==> src/rtl/pcm_slot_port.sv <==
module pcm_slot_port #(
  parameter int W    = 8,
  parameter int SYNC = 2
) (
  input  logic         clk,
  input  logic         rst_n,
  input  logic         sync_mode,
  input  logic         bclk_tx,
  input  logic         bclk_rx,
  input  logic         fs_tx,
  input  logic         fs_rx,
  input  logic         din,
  input  logic [W-1:0] enc_code,
  input  logic         enc_load,
  output logic         dout,
  output logic         dout_oe,
  output logic [W-1:0] rx_byte,
  output logic         rx_valid,
  output logic         tx_underrun
);
  localparam int CW = $clog2(W + 1);

  logic [SYNC:0][4:0] sy;
  logic [4:0] cur, prv;

  always_ff @(posedge clk or negedge rst_n)
    if (!rst_n) sy <= '0;
    else        sy <= {sy[SYNC-1:0], {din, fs_rx, fs_tx, bclk_rx, bclk_tx}};

  assign cur = sy[SYNC-1];
  assign prv = sy[SYNC];

  logic bt, ft, fr, dd, rclk, prclk;
  logic bt_rise, bt_fall, ft_rise, fr_rise, r_fall;
  assign bt      = cur[0];
  assign ft      = cur[2];
  assign fr      = cur[3];
  assign dd      = cur[4];
  assign rclk    = sync_mode ? cur[0] : cur[1];
  assign prclk   = sync_mode ? prv[0] : prv[1];
  assign bt_rise = bt & ~prv[0];
  assign bt_fall = ~bt & prv[0];
  assign ft_rise = ft & ~prv[2];
  assign fr_rise = fr & ~prv[3];
  assign r_fall  = ~rclk & prclk;

  logic [W-1:0]  hold_q, shf_q;
  logic          fresh_q, armed, tail;
  logic [CW-1:0] tcnt;

  always_ff @(posedge clk or negedge rst_n) begin
    if (!rst_n) begin
      hold_q <= '0; shf_q <= '0; fresh_q <= 1'b0; armed <= 1'b0;
      tail <= 1'b0; tcnt <= '0; dout_oe <= 1'b0; tx_underrun <= 1'b0;
    end else begin
      if (enc_load) begin
        hold_q  <= enc_code;
        fresh_q <= 1'b1;
      end
      if (ft_rise && !armed && !dout_oe && !tail) begin
        shf_q       <= hold_q;
        armed       <= 1'b1;
        tx_underrun <= ~fresh_q;
        if (!enc_load) fresh_q <= 1'b0;
      end else if (armed && ft && bt) begin
        armed   <= 1'b0;
        dout_oe <= 1'b1;
        tcnt    <= CW'(1);
      end else if (dout_oe) begin
        if (bt_rise && tcnt < CW'(W)) begin
          shf_q <= shf_q << 1;
          tcnt  <= tcnt + CW'(1);
        end
        if (bt_fall && tcnt == CW'(W)) tail <= 1'b1;
        if (tail && !ft) begin
          dout_oe <= 1'b0;
          tail    <= 1'b0;
        end
      end
    end
  end

  assign dout = dout_oe & shf_q[W-1];

  logic          rbusy;
  logic [CW-1:0] rcnt;
  logic [W-1:0]  rsh;

  always_ff @(posedge clk or negedge rst_n) begin
    if (!rst_n) begin
      rbusy <= 1'b0; rcnt <= '0; rsh <= '0; rx_byte <= '0; rx_valid <= 1'b0;
    end else begin
      rx_valid <= 1'b0;
      if (fr_rise && !rbusy) begin
        rbusy <= 1'b1;
        rcnt  <= '0;
      end else if (rbusy && r_fall) begin
        rsh <= {rsh[W-2:0], dd};
        if (rcnt == CW'(W - 1)) begin
          rbusy    <= 1'b0;
          rx_byte  <= {rsh[W-2:0], dd};
          rx_valid <= 1'b1;
        end else begin
          rcnt <= rcnt + CW'(1);
        end
      end
    end
  end
endmodule


==> config.mk <==
export PLATFORM = sky130hd
export DESIGN_NAME = pcm_slot_port
export DESIGN_NICKNAME = d
export VERILOG_FILES = /design/src/rtl/pcm_slot_port.sv
export SDC_FILE = /design/constraint.sdc
export NUM_CORES = 1
export LEC_CHECK = 0
export ABC_AREA = 0
export CAP_MARGIN = 20
export CORE_MARGIN = 3
export CORE_UTILIZATION = 54
export DETAILED_ROUTE_END_ITERATION = 6
export DONT_BUFFER_PORTS = 1
export GPL_ROUTABILITY_DRIVEN = 0
export HOLD_SLACK_MARGIN = 0.03
export PLACE_DENSITY = 0.73
export SLEW_MARGIN = 10
export SYNTH_ARGS = -nofsm -noshare
export SYNTH_HDL_FRONTEND = slang
export SYNTH_SLANG_ARGS = --single-unit
==> constraint.sdc <==
create_clock -name clk -period 2.5 [get_ports clk]
set_input_delay 0.25 -clock clk [delete_from_list [all_inputs] [get_ports clk]]
set_output_delay 0.25 -clock clk [all_outputs]
set_load 0.02 [all_outputs]
After elaboration in Yosys (flattened, before gate mapping) --
Cells that the tools add are included.
Word-level totals: output and inout bits 12, register bits 60, bits of input ports 17, word-level logic and storage cells 96
Operators by class: magnitude comparators 1, add/subtract/negate cells 2, reduce and logical (&&, ||, !) cells 30, equality and inequality tests 4, muxes and demuxes 28, bitwise logic cells 15
Operators by type and width (count):
- 2-to-1 mux 8 bit | 4
- 2-to-1 mux 4 bit | 6
- 2-to-1 mux 1 bit | 18
- nonzero test 2 bit | 8
- logical AND 1 bit | 10
- NOT 1 bit | 9
- AND reduction 3 bit | 3
- adder 4 x 1 -> 4 bit, second input constant | 2
- bitwise AND 1 bit | 6
- AND reduction 2 bit | 3
- logical NOT 1 bit | 5
- equality test 4 x 3 -> 1 bit, second input constant | 1
- equality test 4 bit, second input constant | 1
- < comparator 4 bit, second input constant | 1
- inequality test 2 bit, second input constant | 2
- AND reduction 4 bit | 1

Logic depth before layout (Yosys ltp) --
depth in word-level cells 7, gate-level depth with buffers 6, gate-level depth less buffers 5

Worst setup path before layout --
OpenSTA, ideal clock, no wires.
path type flip-flop to flip-flop, from register dout_oe, to register shf_q[7], data arrival time 1.691 ns, slack 0.683 ns, stages on the path, launching flop included 6, buffers on the path 2, clock period less this slack 1.817 ns, data required time 2.374 ns, library setup time 0.126 ns, cell sequence dfrtp_1 > or4_4 > buf_6 > and2_4 > buf_6 > a221o_1
Between the ends: cells in the longest elaborated chain, start to end 5, elaborated cells on any way between the ends 8, classes of those cells eq/ne (1); mux (1); reduce/logical (6)
RTL lines:
- from (decl) | RTL line 16 | output logic dout_oe,
- from (signal assigned) | RTL line 54 | tail <= 1'b0; tcnt <= '0; dout_oe <= 1'b0; tx_underrun <= 1'b0;
- from (signal assigned) | RTL line 67 | dout_oe <= 1'b1;
- from (signal assigned) | RTL line 76 | dout_oe <= 1'b0;
- logical NOT 1 bit | RTL line 60 | if (ft_rise && !armed && !dout_oe && !tail) begin
- logical AND 1 bit (2 in a row) | RTL line 60
- inequality test 2 bit (no line) or nonzero test 2 bit (tied branches)
- AND reduction 3 bit (no line)
- to (signal assigned) | RTL line 61 | shf_q <= hold_q;
- to (signal assigned) | RTL line 71 | shf_q <= shf_q << 1;
- to (decl) | RTL line 47 | logic [W-1:0] hold_q, shf_q;
Several ways; a longest one is shown, not always the timed one. A chain may end at the register's enable or synchronous reset.

Worst setup path in the final report --
Same ends and word-level chain as after synthesis.

==> impl_metrics.toml <==
[outcome]
outcome = "finished, final reports clean"

[clock_network]
post_cts_resized = 0
clk_path_buf_depth = 2
cts-root-buf = "clkbuf_8"
clock_sinks = 60
ctsHtreeMaxLevel = 3
cts_tree = "done"
clk_transition_reported_paths_ps = 60
numCtsBuffers = 9
clock_latency_ps = 320
cts_setup_buffers = 0
ctsHoldBuffers = 8

[pwr]
p_comb_frac = 0.192
cellLeakagePower_uw = 0.00125
ir_worst_vdd_mv = 0.704
clkPwrFrac = 0.295
internal_power_uw = 2050
power.density_nw_per_um2 = 1100
switching_share = 0.301
seqPwrFrac = 0.513
p_sw_uw = 883

[yosys]
ys_seq_area_frac = 0.646
ys_ff_latch = 60
synth_common_cells = "60 x dfrtp_1, 23 x mux2_2, 13 x inv_1"
synth.largest_area_cell = "dfrtp_1"
syn-num-nets = 190
syn_inst = 170
synthTopCellsByArea = "dfrtp_1 65%, mux2_2 11%, inv_1 2.1%"
synth_top_cell_area_share = 0.646
yosysWarnings = 0
synth_edf_count = 0
async_flop_share = 1.00
avgSynthCellArea_um2 = 13.7
synth_area_um2 = 2330
synth_cell_types = 38
yosys.cell_count.top_type = "dfrtp_1"
synth_ff_type = "dfrtp_1"

[timing]
fin_ws_ps = 650
min_period_over_period = 0.740
tns_ps = 0
hold_viol_final = 0
slew_viol_final = 0
rsz0062_at_grt = "no"
slew_headroom = 0.573
finalClockSkew_ps = 6.26
min_period_ps = 1850
worstMarginPinSlew_ps = 635
fmax_mhz = 540
setup_viol = 0

[setup_path]
crit_fanout = 10
path_class = "flip-flop to flip-flop"
cp.required_ps = 2710
critPathLaunchType = "flip-flop"
path_cells = "nor3b_2 -> nand3b_4 -> and2_4 -> a221o_1"
cpMaxStageDelayCell = "dfrtp_1"
end_kind = "flip-flop"
cpPeakStageDelay_ps = 580
arrival_ps = 2060

[die]
die_w_um = 71.6
ios = 29
num_rows = 23
die-area_um2 = 5130
initial_core_util = 0.569
die-height_um = 71.6
core_region_area_um2 = 4090

[layout]
fill_cells = 298
finalNetCount = 204
seqCellArea_um2 = 1500
multiInputGateArea_um2 = 741
final_area_um2 = 2650
syn2layout_area_growth_pct = 14.1
drive_gt1_frac = 0.254
antenna-diode-count = 0

[place]
postPlaceCellArea_um2 = 2350
port_buffers = 0
post-place-ws_ps = 679
hpwlAfterDp_mm = 2.49

[detailed_routing]
drc = 0
drt-total-wl_mm = 3.83
postRouteAntennaNets = 0
drt_iter0_drc = 109
vias_per_cell = 5.73
vias = 1370
wl_per_cell_um = 16.0
dr.pass1.iters = 4

[flow_run]
maxCapViolCount = 0

[global_route]
grt_pass1_vias = 1344
grt_use_total = 0.168
grt-ovfl-total = 0
grt_max_degree = 61
antenna_found_initial = 0
grt_pass1_wl_mm = 6.40

[min_path]
hp-class = "primary input to flip-flop"
area by class of cell:
type,instances,share of cell area
multi-input combinational,92,0.279
inverter,13,0.0184
clock buffer,12,0.0585
tap,50,0.0236
timing repair buffer,8,0.0368
sequential,60,0.566
clock inverter,4,0.0179
per-stage QoR:
| step | power, µW | instances | hold slack (ps) | util |
|---|---|---|---|---|
| floorplan | 1920 | 170 | -45.6 | - |
| global placement | 2000 | 215 | -44.4 | 0.576 |
| detailed placement | 2050 | 215 | -44.7 | 0.576 |
| CTS | 2960 | 239 | 56.8 | 0.649 |
| global route | 3110 | 239 | 54.6 | 0.649 |
| finish | 2930 | 239 | 72.7 | 0.649 |
cells in the final DEF (no fill, tap or decap), drive strengths merged, types with 3 or more instances in the layout:
| cell | count |
|---|---|
| a21oi | 9 |
| a31oi | 3 |
| and2 | 3 |
| clkbuf | 12 |
| dfrtp | 60 |
| dlygate4sd3 | 7 |
| ha | 3 |
| inv | 13 |
| mux2 | 23 |
| nand2 | 9 |
| nor2 | 3 |
| o21ai | 6 |
| o22ai | 7 |
metal layers:
metal  vias up  routed length [µm]  track usage
met5         -                   0            0
met4         0                  74        0.100
met3         7                 152       0.0533
met2        34                1890        0.234
met1       691                1710        0.232
li1        638                   -            -
power groups by stage:
| stage | sequential, µW | clock, µW | combinational [µW] |
|---|---|---|---|
| global placement | 1500 | 0 | 496 |
| CTS | 1500 | 887 | 571 |
| global route | 1540 | 936 | 637 |
| finish | 1500 | 866 | 563 |
| detailed placement | 1510 | 0 | 535 |
| floorplan | 1450 | 0 | 471 |
worst paths after layout:
path | slack [ps] | start | to | cells after the start
max | 650 | dout_oe | shf_q[7] | 4
min in group asynchronous | 450 | rst_n | rcnt[2] | 2
min | 70 | enc_code[3] | hold_q[3] | 1
min reg2reg | 350 | sy[3] | cur[3] | 0
max in group asynchronous | 1810 | rst_n | hold_q[6] | 2
max reg2reg | 650 | dout_oe | shf_q[7] | 4
flip-flops by register name, summed over array words and instances (netlist names), 4 cells and up:
name / flops
hold_q: 8
rx_byte: 8
shf_q: 8
rsh: 7
cur: 5
sy: 5
prv: 4
rcnt: 4
tcnt: 4
cell families after synthesis:
family | count (synthesis) | share of synthesized area
muxes | 25 | 0.120
and+or+nand+nor | 31 | 0.0909
DFF | 60 | 0.646
buffers and inverters | 18 | 0.0360
AOI/OAI and AO/OA | 33 | 0.0915
adders and majority gates | 3 | 0.0161
worst max-delay path, delay by kind of cell (launching register included):
family	cells	cell delay, ps
flip-flops	1	580
AO/OA/AOI/OAI	1	290
AND/OR/NAND/NOR	3	870
No activity file was read; power rests on OpenSTA's default activity.
